==> src/rtl/npc_pkg.sv <==
package npc_pkg;

  localparam int XLEN   = 32;
  localparam int IDX_W  = 26;
  localparam int REG_W  = 5;
  localparam int CODE_W = 4;

  typedef enum logic [CODE_W-1:0] {
    XF_SEQ  = 4'd0,
    XF_BEQ  = 4'd1,
    XF_BNE  = 4'd2,
    XF_BGTZ = 4'd3,
    XF_BGEZ = 4'd4,
    XF_BLTZ = 4'd5,
    XF_BLEZ = 4'd6,
    XF_JMP  = 4'd7,
    XF_CALL = 4'd8,
    XF_JREG = 4'd9,
    XF_CREG = 4'd10
  } xfer_e;

  // Address of the following instruction.
  function automatic logic [XLEN-1:0] pc_step(input logic [XLEN-1:0] pc);
    return pc + XLEN'(4);
  endfunction

  // Word-scaled relative target from the sequential address.
  function automatic logic [XLEN-1:0] rel_target(input logic [XLEN-1:0] seq,
                                                 input logic [XLEN-1:0] off_words);
    return seq + {off_words[XLEN-3:0], 2'b00};
  endfunction

  // Region-absolute target: top bits of seq, index, two zero bits.
  function automatic logic [XLEN-1:0] region_target(input logic [XLEN-1:0] seq,
                                                    input logic [IDX_W-1:0] idx);
    return {seq[XLEN-1:IDX_W+2], idx, 2'b00};
  endfunction

  function automatic logic [XLEN-1:0] word_align(input logic [XLEN-1:0] a);
    return {a[XLEN-1:2], 2'b00};
  endfunction

  function automatic logic is_cond(input xfer_e k);
    return (k == XF_BEQ) || (k == XF_BNE) || (k == XF_BGTZ) ||
           (k == XF_BGEZ) || (k == XF_BLTZ) || (k == XF_BLEZ);
  endfunction

  function automatic logic is_call(input xfer_e k);
    return (k == XF_CALL) || (k == XF_CREG);
  endfunction

endpackage

==> src/rtl/npc_cond.sv <==
module npc_cond
  import npc_pkg::*;
#(
  parameter int W = XLEN
) (
  input  xfer_e          kind,
  input  logic [W-1:0]   op_a,
  input  logic [W-1:0]   op_b,
  output logic           taken
);
  // Equality only: no subtractor. Zero compares use sign bit and zero test.
  logic same;
  logic a_zero;
  logic a_neg;

  assign same   = (op_a == op_b);
  assign a_zero = (op_a == '0);
  assign a_neg  = op_a[W-1];

  always_comb begin
    unique case (kind)
      XF_BEQ:  taken = same;
      XF_BNE:  taken = !same;
      XF_BGTZ: taken = !a_neg && !a_zero;
      XF_BGEZ: taken = !a_neg;
      XF_BLTZ: taken = a_neg;
      XF_BLEZ: taken = a_neg || a_zero;
      default: taken = 1'b0;
    endcase
  end
endmodule

==> src/rtl/npc_target.sv <==
module npc_target
  import npc_pkg::*;
#(
  parameter int W = XLEN,
  parameter int IW = IDX_W
) (
  input  xfer_e          kind,
  input  logic [W-1:0]   seq_pc,
  input  logic [W-1:0]   op_a,
  input  logic [W-1:0]   imm_ext,
  input  logic [IW-1:0]  jidx,
  input  logic           taken,
  output logic [W-1:0]   next_pc,
  output logic           redirect
);
  logic [W-1:0] rel_t;
  logic [W-1:0] abs_t;
  logic [W-1:0] reg_t;

  assign rel_t = rel_target(seq_pc, imm_ext);
  assign abs_t = region_target(seq_pc, jidx);
  assign reg_t = word_align(op_a);

  always_comb begin
    next_pc  = seq_pc;
    redirect = 1'b0;
    case (kind)
      XF_BEQ, XF_BNE, XF_BGTZ, XF_BGEZ, XF_BLTZ, XF_BLEZ: begin
        if (taken) begin
          next_pc  = rel_t;
          redirect = 1'b1;
        end
      end
      XF_JMP, XF_CALL: begin
        next_pc  = abs_t;
        redirect = 1'b1;
      end
      XF_JREG, XF_CREG: begin
        next_pc  = reg_t;
        redirect = 1'b1;
      end
      default: begin
        next_pc  = seq_pc;
        redirect = 1'b0;
      end
    endcase
  end
endmodule

==> src/rtl/npc_link.sv <==
module npc_link
  import npc_pkg::*;
#(
  parameter int W = XLEN,
  parameter int RW = REG_W,
  parameter logic [RW-1:0] RET_REG = RW'(31)
) (
  input  logic           en,
  input  xfer_e          kind,
  input  logic [W-1:0]   seq_pc,
  input  logic [RW-1:0]  rd_sel,
  output logic           link_we,
  output logic [RW-1:0]  link_reg,
  output logic [W-1:0]   link_val
);
  assign link_we  = en && is_call(kind);
  assign link_reg = (kind == XF_CREG) ? rd_sel : RET_REG;
  assign link_val = seq_pc;
endmodule

==> src/rtl/npc_unit.sv <==
module npc_unit
  import npc_pkg::*;
#(
  parameter logic [XLEN-1:0] BOOT_ADDR = 32'h0000_1000,
  parameter int              LINK_REG  = 31
) (
  input  logic               clk,
  input  logic               rst_n,
  input  logic               en,
  input  logic [CODE_W-1:0]  kind,
  input  logic [XLEN-1:0]    op_a,
  input  logic [XLEN-1:0]    op_b,
  input  logic [XLEN-1:0]    imm_ext,
  input  logic [IDX_W-1:0]   jidx,
  input  logic [REG_W-1:0]   rd_sel,
  output logic [XLEN-1:0]    pc_o,
  output logic               link_we,
  output logic [REG_W-1:0]   link_reg,
  output logic [XLEN-1:0]    link_val
);
  localparam logic [REG_W-1:0] RET_REG = REG_W'(LINK_REG);

  xfer_e            k;
  logic [XLEN-1:0]  pc_q;
  logic [XLEN-1:0]  seq_pc;
  logic [XLEN-1:0]  next_pc;
  logic             br_taken;
  logic             redirect;

  assign k      = xfer_e'(kind);
  assign seq_pc = pc_step(pc_q);

  npc_cond #(.W(XLEN)) u_cond (
    .kind  (k),
    .op_a  (op_a),
    .op_b  (op_b),
    .taken (br_taken)
  );

  npc_target #(.W(XLEN), .IW(IDX_W)) u_target (
    .kind     (k),
    .seq_pc   (seq_pc),
    .op_a     (op_a),
    .imm_ext  (imm_ext),
    .jidx     (jidx),
    .taken    (br_taken),
    .next_pc  (next_pc),
    .redirect (redirect)
  );

  npc_link #(.W(XLEN), .RW(REG_W), .RET_REG(RET_REG)) u_link (
    .en       (en),
    .kind     (k),
    .seq_pc   (seq_pc),
    .rd_sel   (rd_sel),
    .link_we  (link_we),
    .link_reg (link_reg),
    .link_val (link_val)
  );

  always_ff @(posedge clk) begin
    if (!rst_n)      pc_q <= BOOT_ADDR;
    else if (en)     pc_q <= next_pc;
  end

  assign pc_o = pc_q;

  // Stall keeps the PC.
  assert_stall_hold_R2: assert property (@(posedge clk) disable iff (!rst_n)
    !en |=> $stable(pc_o));

  // No redirect means a plain four-byte step.
  assert_seq_step_R3: assert property (@(posedge clk) disable iff (!rst_n)
    (en && !redirect) |=> (pc_o == $past(pc_o) + 32'd4));

  // Condition flag only ever raised for a branch code.
  assert_cond_class_R4: assert property (@(posedge clk) disable iff (!rst_n)
    br_taken |-> is_cond(k));

  // Link strobe only for enabled calls.
  assert_link_calls_only_R11: assert property (@(posedge clk) disable iff (!rst_n)
    link_we |-> (en && (kind == 4'd8 || kind == 4'd10)));

  // Direct call writes the fixed return register.
  assert_call_ret_reg_R8: assert property (@(posedge clk) disable iff (!rst_n)
    (link_we && kind == 4'd8) |-> (link_reg == RET_REG));

  // Return address is the following instruction; the PC then leaves it.
  assert_link_value_R10: assert property (@(posedge clk) disable iff (!rst_n)
    link_we |-> (link_val == pc_o + 32'd4));

endmodule

==> config.mk <==
export PLATFORM = sky130hd
export DESIGN_NAME = npc_unit
export DESIGN_NICKNAME = d
export VERILOG_FILES = /design/src/rtl/npc_pkg.sv /design/src/rtl/npc_cond.sv /design/src/rtl/npc_target.sv /design/src/rtl/npc_link.sv /design/src/rtl/npc_unit.sv
export SDC_FILE = /design/constraint.sdc
export NUM_CORES = 1
export LEC_CHECK = 0
export ABC_AREA = 1
export BUFFER_PORTS_ARGS = -buffer_cell sky130_fd_sc_hd__buf_2
export CORE_MARGIN = 2
export CORE_UTILIZATION = 30
export CTS_CLUSTER_DIAMETER = 120
export CTS_CLUSTER_SIZE = 30
export DETAILED_ROUTE_END_ITERATION = 6
export GPL_ROUTABILITY_DRIVEN = 0
export GPL_TIMING_DRIVEN = 0
export PLACE_DENSITY = 0.57
export SYNTH_ARGS = -nofsm -noshare
export SYNTH_HDL_FRONTEND = slang
export SYNTH_SLANG_ARGS = --single-unit
==> constraint.sdc <==
create_clock -name clk -period 3.59 [get_ports clk]
set_input_delay 1.077 -clock clk [delete_from_list [all_inputs] [get_ports clk]]
set_output_delay 1.077 -clock clk [all_outputs]
set_load 0.02 [all_outputs]
==> summary.md <==
| Metric | Value |
|---|---|
| Number of flops mapped to enable cells by yosys | 0 |
| Die outline height | 138.2 um |
| WP data required | 3820 ps |
| Min-Delay Path Class | reg -> reg |
| Worst Tran Pin Value | 671.8 ps |
| Final WL | 24,470 um |
| Internal power | 1.009 mW |
| Hold WS | 505.4 ps |
| Sw Ratio | 46.78% |
| Placed cells | 1,408 |
| Mean routed wirelength per cell | 17.19 um |
| Port bufs | 197 |
| Layout cells sized above 1 | 24.12% |
| Critical path launch point type | flip-flop |
| Clock Sinks | 30 |
| Worst Skew | 3.919 ps |
| Overflow after GRT | 0 |
| Setup Crit Path Kind | reg -> reg |
| Max Fclk | 0.2953 GHz |
| Flop-to-flop setup slack | 200 ps |
| Area grow syn2layout | 31.10% |
| RSZ-0062 raised after global routing | yes |
| Fin nets | 1,362 |
| Site row count | 49 |
| Final hold vios | 0 |
| Logic pwr share | 55.0% |
| Cell type with the largest total area after synthesis | nand2_1 |
| Clk pwr share | 23.2% |
| CTS tree | yes |
| Clk_lat worst skew | 280 ps |
| Async S/R FF share, synth | 0% |
| Hpwl dp | 21,050 um |
| Area fraction of the dominant cell type after synthesis | 19.66% |
| YS warnings | 0 |
| CTS max path bufs | 2 |
| DRT iter0 DRCs | 641 |
| Max-slew violations | 0 |
| Drt pass-1 iters | 5 |
| Final worst slack | 203.4 ps |
| Status | finished, final reports clean |
| Placement Setup Slack | -214.9 ps |
| DRC Markers | 0 |
| Initial Util | 30.28% |
| Post-synthesis cell area | 0.005403 sq mm |
| Top-count cell post-synth | nand2_1 |
| Total core area | 0.01784 sq mm |
| Die width | 138.2 um |
| First-pass GRT wire length | 36,430 um |
| Headroom to the max-slew limit | 54.74% |
| Post-synthesis cell count | 979 |
| Syn Area/Cell | 5.519 sq um |
| Pin count of the biggest net entering global routing | 11 |
| Vias per inst | 5.103 |
| CTS Buf Count | 5 |
| Worst EP arrival | 3620 ps |
| Final core occ | 39.70% |
| Crit path capture type | flip-flop |
| Top post-synthesis cells by count | nand2_1 (283), inv_1 (129), nor2_1 (128) |
| Leak | 3.730 nW |
| Post-route minimum period | 3387 ps |
| Final ANT Viol Nets | 0 |
| Max Cap Viol | 0 |
| Post-synth cell types | 48 |
| Worst vdd ir | 166.3 uV |
| Clock slew at reported path FFs | 60 ps |
| Aggregate global-route resource usage | 24.29% |
| Tcrit/Tclk final | 94.33% |
| Post-CTS Hold Buffers | 0 |
| Max FFs per register | 30 |
| CTS H-Tree Depth | 2 |
| Post-route insts no fill | 1,423 |
| Sequential power share | 21.8% |
| Num ports | 204 |
| Ranking of synthesized cells by area | nand2_1 (20%), dfxtp_1 (11%), inv_1 (9.0%) |
| Setup-failing EPs final | 0 |
| Vias post-DR | 7,262 |
| Power Dens Cells | 267.7 mW/mm^2 |
| Antenna violations before repair | 0 |
| Prevailing post-synth register cell | dfxtp_1 |
| Clk root buf | clkbuf_16 |
| Die area | 0.01910 sq mm |
| Sw power | 0.8870 mW |
| Seq cells post-synth | 30 |
| Vias in the first global route | 6,708 |
| Register area share after synthesis | 11.12% |
| Ant. Diodes | 0 |
| CP max FO | 5 |
cells by family (layout without fill, tap and decap cells):
group	count (synthesis)	count (layout)	share of synthesized area, %
AO/OA/AOI/OAI	159	159	16.70
XOR/XNOR	61	61	9.889
adder cells (fa/ha/maj)	35	35	8.245
buffers and inverters	158	370	12.30
flip-flops	30	30	11.12
other	1	4	0.06941
AND/OR/NAND/NOR	535	535	41.69
routing by layer:
metal | track usage (%) | vias up | routed length, um
li1 | - | 3584 | -
met1 | 31.25 | 3241 | 10140
met2 | 41.74 | 394 | 11340
met3 | 4.260 | 43 | 2258
met4 | 6.982 | 0 | 728
met5 | 0 | - | 0
final timing paths:
kind,cells past startpoint,start,to
worst min-delay path,2,pc_o[3]$_SDFFE_PN0P_,pc_o[3]$_SDFFE_PN0P_
worst max-delay path,22,pc_o[8]$_SDFFE_PN0P_,pc_o[31]$_SDFFE_PN0P_
worst max register to register,22,pc_o[8]$_SDFFE_PN0P_,pc_o[31]$_SDFFE_PN0P_
worst min register to register,2,pc_o[3]$_SDFFE_PN0P_,pc_o[3]$_SDFFE_PN0P_
cell usage in the layout (no fill, tap or decap), drive strengths merged:
| master | count |
|---|---|
| or2 | 4 |
| clkinvlp | 1 |
| a211oi | 3 |
| nand4 | 16 |
| a21boi | 1 |
| conb | 4 |
| nand2 | 286 |
| a31oi | 3 |
| fa | 1 |
| nand3b | 3 |
| a221oi | 5 |
| a21oi | 80 |
| xor2 | 27 |
| and3 | 3 |
| o21ai | 44 |
| ha | 34 |
| nor3b | 1 |
| a21o | 2 |
| nor3 | 16 |
| a22o | 7 |
| clkinv | 2 |
| dfxtp | 30 |
| a22oi | 1 |
| o21a | 2 |
| o211ai | 4 |
| buf | 219 |
| nor2 | 133 |
| clkbuf | 15 |
| nor4 | 4 |
| nand3 | 69 |
| o22ai | 2 |
| inv | 133 |
| o21bai | 5 |
| xnor2 | 34 |
cell type report:
type,instances,area (sq um)
Fill cell,2023,10760
Multi-Input combinational cell,794,4337
Timing Repair Buffer,204,1039
Sequential cell,30,605.6
Inverter,134,503.0
Tap cell,229,286.5
Buffer,24,161.4
Clock buffer,6,138.9
Clock inverter,2,12.51
power by group through the flow:
stage	registers [mW]	logic (mW)	clock network [mW]
after CTS	0.412	1.00	0.444
final	0.414	1.04	0.439
after floorplan	0.437	0.601	0
after global routing	0.418	1.14	0.456
after global placement	0.418	0.992	0
after detailed placement	0.418	0.996	0
worst max-delay path, stage by stage (launching register included):
cell and delay, ps:
dfxtp_1 440, nand2_1 150, nor3_2 190, nand2_2 150, nor2_4 150, nand2_2 110
nor2_4 150, nand4_1 110, xor2_1 170, inv_2 80, ha_1 330, inv_1 120
nor3_2 270, nand2_1 120, nor2_1 180, nand2_1 80, nand3_1 120, nand2_1 70
nand3_1 90, nand3_1 70, nand3b_1 100, nand2_1 50, inv_1 40
through the flow:
| step | setup TNS (ps) | power, mW | area, sq um |
|---|---|---|---|
| 2_1_floorplan | 0 | 1.038 | 5414 |
| 3_3_place_gp | -2034 | 1.411 | 6686 |
| 3_5_place_dp | -921.6 | 1.414 | 6686 |
| 4_1_cts | 0 | 1.859 | 6877 |
| 5_1_grt | -118.2 | 2.012 | 7083 |
| 6_report | 0 | 1.896 | 7083 |
what timing repair did:
item / CTS / global route
setup endpoints to repair: 9 / 21
endpoints found under the hold margin: 0 / 0
pin swaps: 0 / 5
cloned: 0 / 0
setup buffers: 0 / 7
gates resized for setup: 7 / 38
No activity file was read; power rests on OpenSTA's default activity.
